File: src/rtl/wdt_pkg.sv
package wdt_pkg;
  localparam int CNT_W = 7;
  localparam int REG_W = CNT_W + 1;
  typedef logic [CNT_W-1:0] wdt_cnt_t;
  localparam wdt_cnt_t CNT_RESET  = '1;
  localparam wdt_cnt_t CNT_EXPIRE = wdt_cnt_t'(1 << (CNT_W - 1));
endpackage

File: src/rtl/wdt_prescaler.sv
module wdt_prescaler #(
  parameter int PRESC_BITS = 14
) (
  input  logic clk,
  input  logic rst_n,
  output logic tick_o
);
  logic [PRESC_BITS-1:0] presc_q, presc_d;

  always_comb begin
    presc_d = presc_q + 1'b1;
  end

  always_ff @(posedge clk or negedge rst_n) begin
    if (!rst_n) presc_q <= '0;
    else        presc_q <= presc_d;
  end

  assign tick_o = &presc_q;

  AST_TICK_WRAP: assert property (@(posedge clk) disable iff (!rst_n)
    tick_o |=> (presc_q == '0 && !tick_o));
endmodule

File: src/rtl/wdt_ctrl_reg.sv
module wdt_ctrl_reg
  import wdt_pkg::*;
(
  input  logic             clk,
  input  logic             rst_n,
  input  logic             clear_i,
  input  logic             wr_en_i,
  input  logic [REG_W-1:0] wr_data_i,
  input  logic             tick_i,
  input  logic             hw_en_i,
  output logic             en_eff_o,
  output wdt_cnt_t         cnt_o
);
  logic     en_q, en_d;
  wdt_cnt_t cnt_q, cnt_d;

  always_comb begin
    en_d  = en_q;
    cnt_d = cnt_q;
    if (clear_i) begin
      en_d  = 1'b0;
      cnt_d = CNT_RESET;
    end else if (wr_en_i) begin
      en_d  = en_q | wr_data_i[REG_W-1];
      cnt_d = wr_data_i[CNT_W-1:0];
    end else if (tick_i) begin
      cnt_d = cnt_q - 1'b1;
    end
  end

  always_ff @(posedge clk or negedge rst_n) begin
    if (!rst_n) begin
      en_q  <= 1'b0;
      cnt_q <= CNT_RESET;
    end else begin
      en_q  <= en_d;
      cnt_q <= cnt_d;
    end
  end

  assign en_eff_o = en_q | hw_en_i;
  assign cnt_o    = cnt_q;

  AST_WRITE_LOADS: assert property (@(posedge clk) disable iff (!rst_n)
    (wr_en_i && !clear_i) |=> (cnt_q == $past(wr_data_i[CNT_W-1:0])));
  AST_ENABLE_STICKY: assert property (@(posedge clk) disable iff (!rst_n)
    (en_q && !clear_i) |=> en_q);
  AST_CLEAR_RESTORES: assert property (@(posedge clk) disable iff (!rst_n)
    clear_i |=> (!en_q && cnt_q == CNT_RESET));
endmodule

File: src/rtl/wdt_pulse_gen.sv
module wdt_pulse_gen #(
  parameter int PULSE_CYCLES = 8
) (
  input  logic clk,
  input  logic rst_n,
  input  logic trig_i,
  output logic active_o
);
  localparam int PW = $clog2(PULSE_CYCLES + 1);
  localparam logic [PW-1:0] PULSE_LOAD = PW'(PULSE_CYCLES);

  logic [PW-1:0] left_q, left_d;

  always_comb begin
    left_d = left_q;
    if (left_q != '0)  left_d = left_q - 1'b1;
    else if (trig_i)   left_d = PULSE_LOAD;
  end

  always_ff @(posedge clk or negedge rst_n) begin
    if (!rst_n) left_q <= '0;
    else        left_q <= left_d;
  end

  assign active_o = (left_q != '0);

  AST_TRIG_STARTS_PULSE: assert property (@(posedge clk) disable iff (!rst_n)
    (trig_i && !active_o) |=> active_o);
endmodule

File: src/rtl/wdt_reset_timer.sv
module wdt_reset_timer
  import wdt_pkg::*;
#(
  parameter int PRESC_BITS   = 14,
  parameter int PULSE_CYCLES = 8
) (
  input  logic             clk,
  input  logic             rst_n,
  input  logic             wr_en,
  input  logic [REG_W-1:0] wr_data,
  input  logic             halt_req,
  input  logic             hw_enable,
  output logic [REG_W-1:0] rd_data,
  output logic             wdt_rst_n
);
  localparam int SYNC_STAGES = 2;

  logic [SYNC_STAGES-1:0] sync_q;
  logic                   rst_sync_n;
  logic                   tick, en_eff, pulse_active, trig, clear;
  logic                   expire_hit, sw_hit, halt_hit;
  wdt_cnt_t               cnt;

  always_ff @(posedge clk or negedge rst_n) begin
    if (!rst_n) sync_q <= '0;
    else        sync_q <= {sync_q[SYNC_STAGES-2:0], 1'b1};
  end
  assign rst_sync_n = sync_q[SYNC_STAGES-1];

  wdt_prescaler #(.PRESC_BITS(PRESC_BITS)) u_presc (
    .clk    (clk),
    .rst_n  (rst_sync_n),
    .tick_o (tick)
  );

  wdt_ctrl_reg u_reg (
    .clk       (clk),
    .rst_n     (rst_sync_n),
    .clear_i   (clear),
    .wr_en_i   (wr_en),
    .wr_data_i (wr_data),
    .tick_i    (tick),
    .hw_en_i   (hw_enable),
    .en_eff_o  (en_eff),
    .cnt_o     (cnt)
  );

  wdt_pulse_gen #(.PULSE_CYCLES(PULSE_CYCLES)) u_pulse (
    .clk      (clk),
    .rst_n    (rst_sync_n),
    .trig_i   (trig),
    .active_o (pulse_active)
  );

  always_comb begin
    expire_hit = en_eff & tick & ~wr_en & (cnt == CNT_EXPIRE);
    sw_hit     = wr_en & (en_eff | wr_data[REG_W-1]) & ~wr_data[CNT_W-1];
    halt_hit   = halt_req & en_eff;
    trig       = ~pulse_active & (expire_hit | sw_hit | halt_hit);
    clear      = pulse_active | trig;
  end

  assign rd_data   = {en_eff, cnt};
  assign wdt_rst_n = ~pulse_active;

  AST_EXPIRY_RESET: assert property (@(posedge clk) disable iff (!rst_sync_n)
    (en_eff && tick && !wr_en && cnt == CNT_EXPIRE) |=> !wdt_rst_n);
  AST_HALT_RESET: assert property (@(posedge clk) disable iff (!rst_sync_n)
    (halt_req && en_eff) |=> !wdt_rst_n);
  AST_HW_FORCES_EN: assert property (@(posedge clk) disable iff (!rst_sync_n)
    hw_enable |-> rd_data[REG_W-1]);
endmodule

File: config.mk
export PLATFORM = sky130hd
export DESIGN_NAME = wdt_reset_timer
export DESIGN_NICKNAME = d
export VERILOG_FILES = /design/src/rtl/wdt_pkg.sv /design/src/rtl/wdt_prescaler.sv /design/src/rtl/wdt_ctrl_reg.sv /design/src/rtl/wdt_pulse_gen.sv /design/src/rtl/wdt_reset_timer.sv
export SDC_FILE = /design/constraint.sdc
export NUM_CORES = 1
export LEC_CHECK = 0
export BUFFER_PORTS_ARGS = -buffer_cell sky130_fd_sc_hd__buf_2
export CELL_PAD_IN_SITES_DETAIL_PLACEMENT = 1
export CELL_PAD_IN_SITES_GLOBAL_PLACEMENT = 1
export CORE_AREA = 2 2 63 65
export CTS_CLUSTER_SIZE = 24
export DETAILED_ROUTE_END_ITERATION = 8
export DIE_AREA = 0 0 65 67
export GPL_TIMING_DRIVEN = 0
export PLACE_DENSITY_LB_ADDON = 0.25
export SYNTH_ARGS = -nofsm -noshare
export SYNTH_HDL_FRONTEND = slang
export SYNTH_SLANG_ARGS = --single-unit
File: constraint.sdc
create_clock -name clk -period 0.94 [get_ports clk]
set_clock_uncertainty 0.1 [all_clocks]
set_input_delay 0.094 -clock clk [delete_from_list [all_inputs] [get_ports clk]]
set_output_delay 0.094 -clock clk [all_outputs]
set_load 0.05 [all_outputs]
* Word-level counts from Yosys, hierarchy flattened
Index checks and enable logic that the tools add are counted.
Storage, ports and cells: flip-flop bits (word level) 28, logic and storage cells 37
Operators by class: add/subtract/negate cells 3, eq/ne operators 1, mux-type cells 7, bitwise logic cells 16, reduce and logical (&&, ||, !) cells 5
Operator list (count):
- two-way mux 7 bit | 3
- adder 14 x 1 -> 14 bit (second input constant) | 1
- AND reduction 14 bit | 1
- two-way mux 4 bit | 2
- AND 1 bit | 7
- == test 7 bit (second input constant) | 1
- subtractor 7 x 1 -> 7 bit (second input constant) | 1
- OR 1 bit | 6
- nonzero test 2 bit | 2
- nonzero test 4 bit | 1
- subtractor 4 x 1 -> 4 bit (second input constant) | 1
- NOT 1 bit | 3
- nonzero test 3 bit | 1
- two-way mux 1 bit | 2

* Logic depth before layout (Yosys ltp)
Gate-level depths: netlist of run 1.
depth after elaboration 9, depth in mapped cells 6

* Modules after synthesis
A second synthesis of run 1 with hierarchy kept.
Second synthesis, totals: cell total of the unflattened synthesis 130, area, all modules 1435.1 sq um
By module, submodules not included:
- wdt_prescaler | instances 1, cells each 51, area each 610.6 sq um, seq. area each 350.3 sq um
- wdt_ctrl_reg | instances 1, cells each 50, area each 524.3 sq um, seq. area each 209.0 sq um
- wdt_pulse_gen | instances 1, cells each 16, area each 173.9 sq um, seq. area each 100.1 sq um
- wdt_reset_timer | instances 1, cells each 13, area each 126.4 sq um, seq. area each 50.0 sq um

* Worst setup path before layout of run 1
OpenSTA, ideal clock, no wires.
path type reg-to-reg, start point reg u_pulse.left_q[0], end point reg u_reg.en_q, library setup time 0.073 ns, arrival 2.030 ns, path slack -1.263 ns, stages on the path, launching flop included 6, buffers on the path 0, period minus slack after synthesis 2.203 ns, path through dfrtp_1 > or2_2 > nor3_2 > nand2_1 > a41oi_2 > nor2b_1
Between the ends: longest elaborated chain between the ends 5, elaborated cells between the ends (all ways) 6
RTL lines:
- start, declared | line wdt_pulse_gen.sv:12 | logic [PW-1:0] left_q, left_d;
- start signal, assigned | line wdt_pulse_gen.sv:22 | else left_q <= left_d;
- nonzero test 4 bit * | line wdt_pulse_gen.sv:25 | assign active_o = (left_q != '0);
- NOT 1 bit *
- named net wdt_rst_n | line wdt_reset_timer.sv:14 | output logic wdt_rst_n
- AND 1 bit * | line wdt_reset_timer.sv:59 | trig = ~pulse_active & (expire_hit | sw_hit | halt_hit);
- OR 1 bit * | line wdt_reset_timer.sv:60 | clear = pulse_active | trig;
- two-way mux 1 bit / nonzero test 2 bit (equally long branches)
- end signal, assigned | line wdt_ctrl_reg.sv:36 | en_q <= en_d;
- end, declared | line wdt_ctrl_reg.sv:14 | logic en_q, en_d;
Mark *: on every way through the listed nets, which the timed path passes. The rest lies on a longest branch. A chain may end at the register's enable or synchronous reset.

* Final worst setup path of run 1
start point reg u_presc.presc_q[5], end point reg u_reg.cnt_q[4], in the netlist u_reg.cnt_o[4]
Between the ends: longest elaborated chain between the ends 9, elaborated cells between the ends (all ways) 10
RTL lines:
- start, declared | line wdt_prescaler.sv:8 | logic [PRESC_BITS-1:0] presc_q, presc_d;
- start signal, assigned | line wdt_prescaler.sv:16 | else presc_q <= presc_d;
- AND reduction 14 bit * | line wdt_prescaler.sv:19 | assign tick_o = &presc_q;
- AND 1 bit (3 in series) | line wdt_reset_timer.sv:56 | expire_hit = en_eff & tick & ~wr_en & (cnt == CNT_EXPIRE);
- OR 1 bit (2 in series) | line wdt_reset_timer.sv:59
- AND 1 bit | line wdt_reset_timer.sv:59
- OR 1 bit | line wdt_reset_timer.sv:60
- nonzero test 3 bit (no source line) / two-way mux 7 bit (equally long branches)
- end signal, assigned | line wdt_ctrl_reg.sv:37 | cnt_q <= cnt_d;
- end, declared | line wdt_ctrl_reg.sv:15 | wdt_cnt_t cnt_q, cnt_d;
Mark *: on every way between the ends. The rest lies on a longest branch, timed or not.

==> summary.md, run 1 <==
| Metric | Value |
|---|---|
| Min-delay worst type | in2async |
| Die width | 65 microns |
| Final nets | 219 |
| Final hold vios | 0 |
| ANT nets after route | 0 |
| Tmin final | 1.84 ns |
| Reg-to-reg endpoint | u_reg.cnt_o[4]$_DFFE_PN1P_ |
| Synth async-reset ratio | 100% |
| Share of layout cells above drive strength 1 | 54.5% |
| Synth top area share | 37.7% |
| Area Growth Syn to Fin | 65.5% |
| Tightest Pin Transition | 0.584 ns |
| R2r startpoint | u_presc.presc_q[5]$_DFF_PN0_ |
| Slew margin rel. | 61.1% |
| DRC | 0 |
| Max frequency | 543 MHz |
| Crit path largest cell delay | 0.42 ns |
| Drt first-iter violations | 80 |
| Finished Layout Cells | 250 |
| Final WL | 4790 microns |
| Worst VDD drop | 1.19 mV |
| Cell with the most instances after synthesis | dfrtp_1 |
| Root buffer cell | clkbuf_8 |
| Worst Setup SP | u_presc.presc_q[5]$_DFF_PN0_ |
| CTS buffer count | 3 |
| Flop2flop setup slack | -0.90 ns |
| Mapped Area | 1390 sq um |
| Largest fanout on the critical path | 5 |
| Outcome | finished, violations left |
| RSZ-0062 raised after global routing | true |
| Clk slew on worst S/H paths | 0.10 ns |
| Sum of buffers and inverters on the critical path | 0 |
| Metal3 WL | 178 microns |
| Worst-Skew Late Latency | 0.28 ns |
| Htree depth | 1 |
| CP Cell Sequence | nand4_4 -> nor3_4 -> nand4_1 -> nor3b_2 -> o31ai_1 |
| Worst Path Arrival | 1.94 ns |
| Synthesized area per cell | 10.5 sq um |
| EDFF count, synth | 0 |
| Final period util | 196% |
| DRT Pass-1 Iters | 4 |
| Cells on worst reg2reg path | 5 |
| Layout fillers | 386 |
| Mapped Nets | 149 |
| WP data required | 1.04 ns |
| Final Max Slew Viols | 0 |
| Final setup vio count | 34 |
| PD cells | 1650 nW/um^2 |
| Design area | 2310 sq um |
| Max cap viols | 0 |
| Final setup slack of the worst path | -0.903 ns |
| Critical path startpoint category | flip-flop |
| Area post-placement | 1650 sq um |
| Initial core utilization | 38.7% |
| Met2 WL post-DR | 2580 microns |
| FF+latch count, synth | 28 |
| Critical path's slowest cell | dfrtp_2 |
| CTS max path bufs | 2 |
| Die span in y | 67 microns |
| CP delay by family, top | simple AND/OR/NAND/NOR gates |
| Clock sink total | 28 |
| ANT cells | 0 |
| CP Capture Type | flip-flop |
| Overall Global Routing Usage | 20.4% |
| Critical path class | reg2reg |
| Initial antenna violation count | 0 |
| First-pass GRT wire length | 6590 microns |
| Syn. warnings | 0 |
| CORE AREA | 3610 sq um |
| Pin count of the biggest net entering global routing | 27 |
| Inst Count DP | 202 |
| Total design power | 3.81 mW |
| Post-synth top cells | 21 x dfrtp_1, 17 x nand2_1, 10 x nor2_1 |
| Grt ovf | 0 |
| Levels on crit path | 5 |
| CTS tree | yes |
| Setup TNS | -17.59 ns |
| Yosys cell types | 41 |
| Leak Pwr | 1.04 nW |
| Yosys top cell by area | dfrtp_1 |
| Failing checks | setup timing |
| Detailed placement HPWL | 2070 microns |
| Synth area leaders | dfrtp_1 38%, dfstp_2 13%, xnor2_1 5.7% |
| Post-synthesis sequential area ratio | 50.9% |
| Via count | 1,289 |
| Via density per instance | 5.16 |
| Die footprint | 4360 sq um |
| Vias in the first global route | 1,329 |
| Wire per inst | 19.2 microns |
| Ports | 22 |
| # port buffers | 21 |
| Gpl congestion | 0.708 |
| Top routing layer in use | met4 |
| Syn Inst Count | 133 |
| Crit path to | u_reg.cnt_o[4]$_DFFE_PN1P_ |
| Rows | 22 |
| Main synth FF type | dfrtp_1 |
| DRT met1 WL | 1910 microns |
[cell usage in the layout, fill, tap and decap left out, drive strengths merged]
cell type | synthesis | routed
nor3b | 1 | 1
clkbuf | 3 | 7
nor2 | 11 | 11
dfrtp | 21 | 21
o21a | 1 | 1
or4 | 1 | 1
o2bb2ai | 1 | 1
a41oi | 1 | 2
nand3 | 6 | 6
dfstp | 7 | 7
o31ai | 1 | 1
xnor2 | 9 | 9
dlygate4sd3 | 0 | 6
nand4 | 8 | 8
mux2i | 1 | 1
a21oi | 2 | 2
buf | 1 | 59
or2 | 3 | 3
nor4b | 1 | 1
a311o | 1 | 1
inv | 4 | 4
xor2 | 3 | 3
nand2 | 17 | 17
o41a | 1 | 1
a31oi | 1 | 1
or3 | 2 | 2
ha | 3 | 3
nor2b | 4 | 4
nand2b | 2 | 2
o21ai | 8 | 8
conb | 1 | 1
and3 | 1 | 1
o31a | 1 | 1
nor3 | 4 | 4
nand3b | 1 | 1
[state kept, by name, indices dropped and copies added, names as in the netlist]
signal	cells
u_presc.presc_q	14
u_reg.cnt_o	7
u_pulse.left_q	4
sync_q	2
u_reg.en_q	1
[cell type report]
class / instances / area, sq um / share of cell area, %
multi-input combinational: 98 / 855 / 37.0
sequential: 28 / 714 / 31.0
timing repair buffer: 64 / 591 / 25.6
tap: 48 / 60.1 / 2.60
clock buffer: 4 / 45.0 / 1.95
buffer: 4 / 27.5 / 1.19
inverter: 4 / 15.0 / 0.651
[worst min-delay path by stage]
stage | endpoint | from | cells after the start
after floorplan | sync_q[0]$_DFF_PN0_ | rst_n | 0
after global placement | sync_q[0]$_DFF_PN0_ | rst_n | 1
after detailed placement | sync_q[0]$_DFF_PN0_ | rst_n | 1
after CTS | sync_q[1]$_DFF_PN0_ | rst_n | 2
after global routing | sync_q[1]$_DFF_PN0_ | rst_n | 2
final | sync_q[1]$_DFF_PN0_ | rst_n | 2
[metrics by stage]
stage | utilization (%) | worst slack (ns) | hold WS (ns)
after floorplan | - | -0.945 | -0.302
after global placement | 45.8 | -1.00 | -0.221
after detailed placement | 45.8 | -1.07 | -0.217
after CTS | 56.7 | -0.873 | 0.0113
after global routing | 64.0 | -0.967 | 0.00949
final | 64.0 | -0.903 | 0.00689
[timing repair]
item                                    4_1_cts  5_1_grt
resized for setup                            39       25
setup buffers                                18       20
pin swaps                                    14       10
endpoints found under the setup margin       59       33
gates cloned                                  1        0
hold buffers                                  6        0
endpoints found under the hold margin         7        0
[logic make-up (layout without fill, tap and decap cells)]
kind of cell    after synthesis  after routing  share of synthesized area [%]
buf+inv                       8             76                           2.51
fa+ha+maj                     3              3                           2.69
mux                           1              1                          0.718
simple gates                 62             62                           26.2
xor+xnor                     12             12                           7.54
flops                        28             28                           50.9
compound gates               18             19                           9.16
other cells                   1              1                          0.269
[per-layer routing]
| layer | GRT usage (%) | up-vias |
|---|---|---|
| li1 | - | 602 |
| met1 | 23.9 | 643 |
| met2 | 37.0 | 33 |
| met3 | 5.57 | 11 |
| met4 | 5.05 | 0 |
| met5 | 0 | - |
[where the power goes]
group | switching [mW] | internal, mW | total, mW
Combinational | 0.795 | 0.776 | 1.57
Clock | 0.394 | 0.305 | 0.699
Sequential | 0.171 | 1.37 | 1.54
(Power assumes the default switching activity.)
==> run 2, diff against run 1 <==
==> constraint.sdc (replaced) <==
create_clock -name clk -period 1.5 [get_ports clk]
set_clock_uncertainty 0.1 [all_clocks]
set_input_delay 0.15 -clock clk [delete_from_list [all_inputs] [get_ports clk]]
set_output_delay 0.15 -clock clk [all_outputs]
set_load 0.05 [all_outputs]
==> summary.md, run 2 (synthesis results as in run 1) <==
| Metric | Value |
|---|---|
| RSZ-0062 raised after global routing | true |
| Hold endpoint | u_reg.cnt_o[0]$_DFFE_PN1P_ |
| First-pass GRT wire length | 6310 microns |
| Final Max Slew Viols | 0 |
| # port buffers | 21 |
| Overall Global Routing Usage | 19.6% |
| Final period util | 127% |
| Slew margin rel. | 27.3% |
| Critical path startpoint category | flip-flop |
| Clock sink total | 28 |
| Cell depth of the worst min-delay path | 3 |
| Critical path's slowest cell | dfstp_2 |
| Worst Setup SP | u_reg.cnt_o[2]$_DFFE_PN1P_ |
| Share of layout cells above drive strength 1 | 51.3% |
| Worst VDD drop | 0.967 mV |
| Layout fillers | 416 |
| Rows | 22 |
| Die span in y | 67 microns |
| Via density per instance | 5.14 |
| Setup TNS | -3.59 ns |
| Wire per inst | 17.7 microns |
| Htree depth | 1 |
| Most Crowded Layer GR | met2 |
| Die width | 65 microns |
| DRC | 0 |
| Root buffer cell | clkbuf_8 |
| Max cap viols | 0 |
| Final setup vio count | 12 |
| Drt first-iter violations | 36 |
| Initial core utilization | 38.7% |
| CTS tree | yes |
| Ports | 22 |
| Sum of buffers and inverters on the critical path | 1 |
| Area taken by multi-input logic gates | 791 sq um |
| Hold slack | -0.00668 ns |
| Met1 GRT Util | 22.9% |
| Worst Hold Launch | wr_data[0] |
| PD cells | 1190 nW/um^2 |
| Flop2flop setup slack | -0.40 ns |
| Area Growth Syn to Fin | 50.8% |
| CORE AREA | 3610 sq um |
| Final nets | 212 |
| Tightest Pin Transition | 1.09 ns |
| Met3 GRT Util | 3.38% |
| Cells on worst reg2reg path | 6 |
| Via count | 1,248 |
| Vias in the first global route | 1,272 |
| Failing checks | hold timing, setup timing |
| Worst Path Arrival | 2.03 ns |
| WP data required | 1.63 ns |
| Area post-placement | 1590 sq um |
| Final hold vios | 1 |
| Die footprint | 4360 sq um |
| Pin count of the biggest net entering global routing | 27 |
| CP Cell Sequence | or3_4 -> nor4b_4 -> and3_4 -> a41oi_4 -> buf_6 -> nand4_1 |
| Max reg flops | 14 |
| Min-delay worst type | in2reg |
| Initial antenna violation count | 0 |
| CTS buffer count | 3 |
| Commonest non-fill, non-tap cell in the layout | buf_4 |
| Total design power | 2.49 mW |
| CTS max path bufs | 2 |
| Final core utilization | 58.3% |
| Reg-to-reg endpoint | u_reg.cnt_o[3]$_DFFE_PN1P_ |
| Final WL | 4300 microns |
| Leak Pwr | 0.969 nW |
| Largest fanout on the critical path | 3 |
| ANT nets after route | 0 |
| Detailed placement HPWL | 2220 microns |
| Outcome | finished, violations left |
| Gpl congestion | 0.760 |
| CP Capture Type | flip-flop |
| Worst-Skew Late Latency | 0.29 ns |
| Crit path largest cell delay | 0.39 ns |
| R2r startpoint | u_reg.cnt_o[2]$_DFFE_PN1P_ |
| Tmin final | 1.90 ns |
| FF+latch area | 713 sq um |
| DRT Pass-1 Iters | 4 |
| Final setup slack of the worst path | -0.403 ns |
| CP delay by family, top | simple AND/OR/NAND/NOR gates |
| Most frequent cells in the layout | 29 x buf_4, 18 x buf_2, 18 x dfrtp_1, 13 x nand2_1 |
| Met2 Usage GRT | 35.4% |
| Max frequency | 526 MHz |
| Design area | 2100 sq um |
| Top register by number of flip-flops | u_presc.presc_q |
| Clk slew on worst S/H paths | 0.10 ns |
| Critical path class | reg2reg |
| ANT cells | 0 |
| Grt ovf | 0 |
## run 2: power by group
group / total (mW) / internal, mW / switching, mW / leakage [nW]
combinational: 0.914 / 0.437 / 0.477 / 0.590
clock: 0.624 / 0.359 / 0.265 / 0.0357
sequential: 0.957 / 0.855 / 0.102 / 0.343
total: 2.49 / 1.65 / 0.844 / 0.969
## run 2: area by class of cell
cell class              instances  share of cell area [%]
multi-input cells              97                    37.6
flip-flops and latches         28                    33.9
repair buffers                 58                    20.4
well taps                      48                    2.86
clock buffers                   3                    1.96
clock inverters                 1                    1.43
plain buffers                   4                    1.13
inverters                       4                   0.714
## run 2: per-stage QoR
step,instances,hold WS (ns),worst slack (ns)
finish,243,-0.00668,-0.403
global route,243,0.00293,-0.487
global placement,202,-0.165,-0.450
detailed placement,202,-0.162,-0.548
floorplan,133,-0.246,-0.385
CTS,229,0.00414,-0.362
## run 2: worst min-delay path: stages
cell and delay (ns):
buf_2 0.08, nand2_1 0.05, nand4_1 0.08
## run 2: worst max path at each step
stage | to | slack, ns | depth (start not counted)
6_report | u_reg.cnt_o[3]$_DFFE_PN1P_ | -0.40 | 6
5_1_grt | u_reg.cnt_o[5]$_DFFE_PN1P_ | -0.49 | 7
4_1_cts | u_reg.cnt_o[5]$_DFFE_PN1P_ | -0.36 | 6
3_5_place_dp | u_reg.cnt_o[3]$_DFFE_PN1P_ | -0.55 | 6
3_3_place_gp | u_reg.cnt_o[4]$_DFFE_PN1P_ | -0.45 | 6
2_1_floorplan | u_reg.en_q$_DFFE_PN0P_ | -0.39 | 5
## run 2: routing by layer
metal | wire length [microns] | vias up
met2 | 2340 | 24
met3 | 132 | 13
met5 | 0 | -
met4 | 124 | 0
li1 | - | 586
met1 | 1710 | 625
## run 2: repair_timing
item,4_1_cts,5_1_grt
hold buffers,3,0
setup endpoints to repair,17,19
setup buffers,20,16
hold endpoints to repair,4,0
pin swaps,11,17
resized for setup,14,26
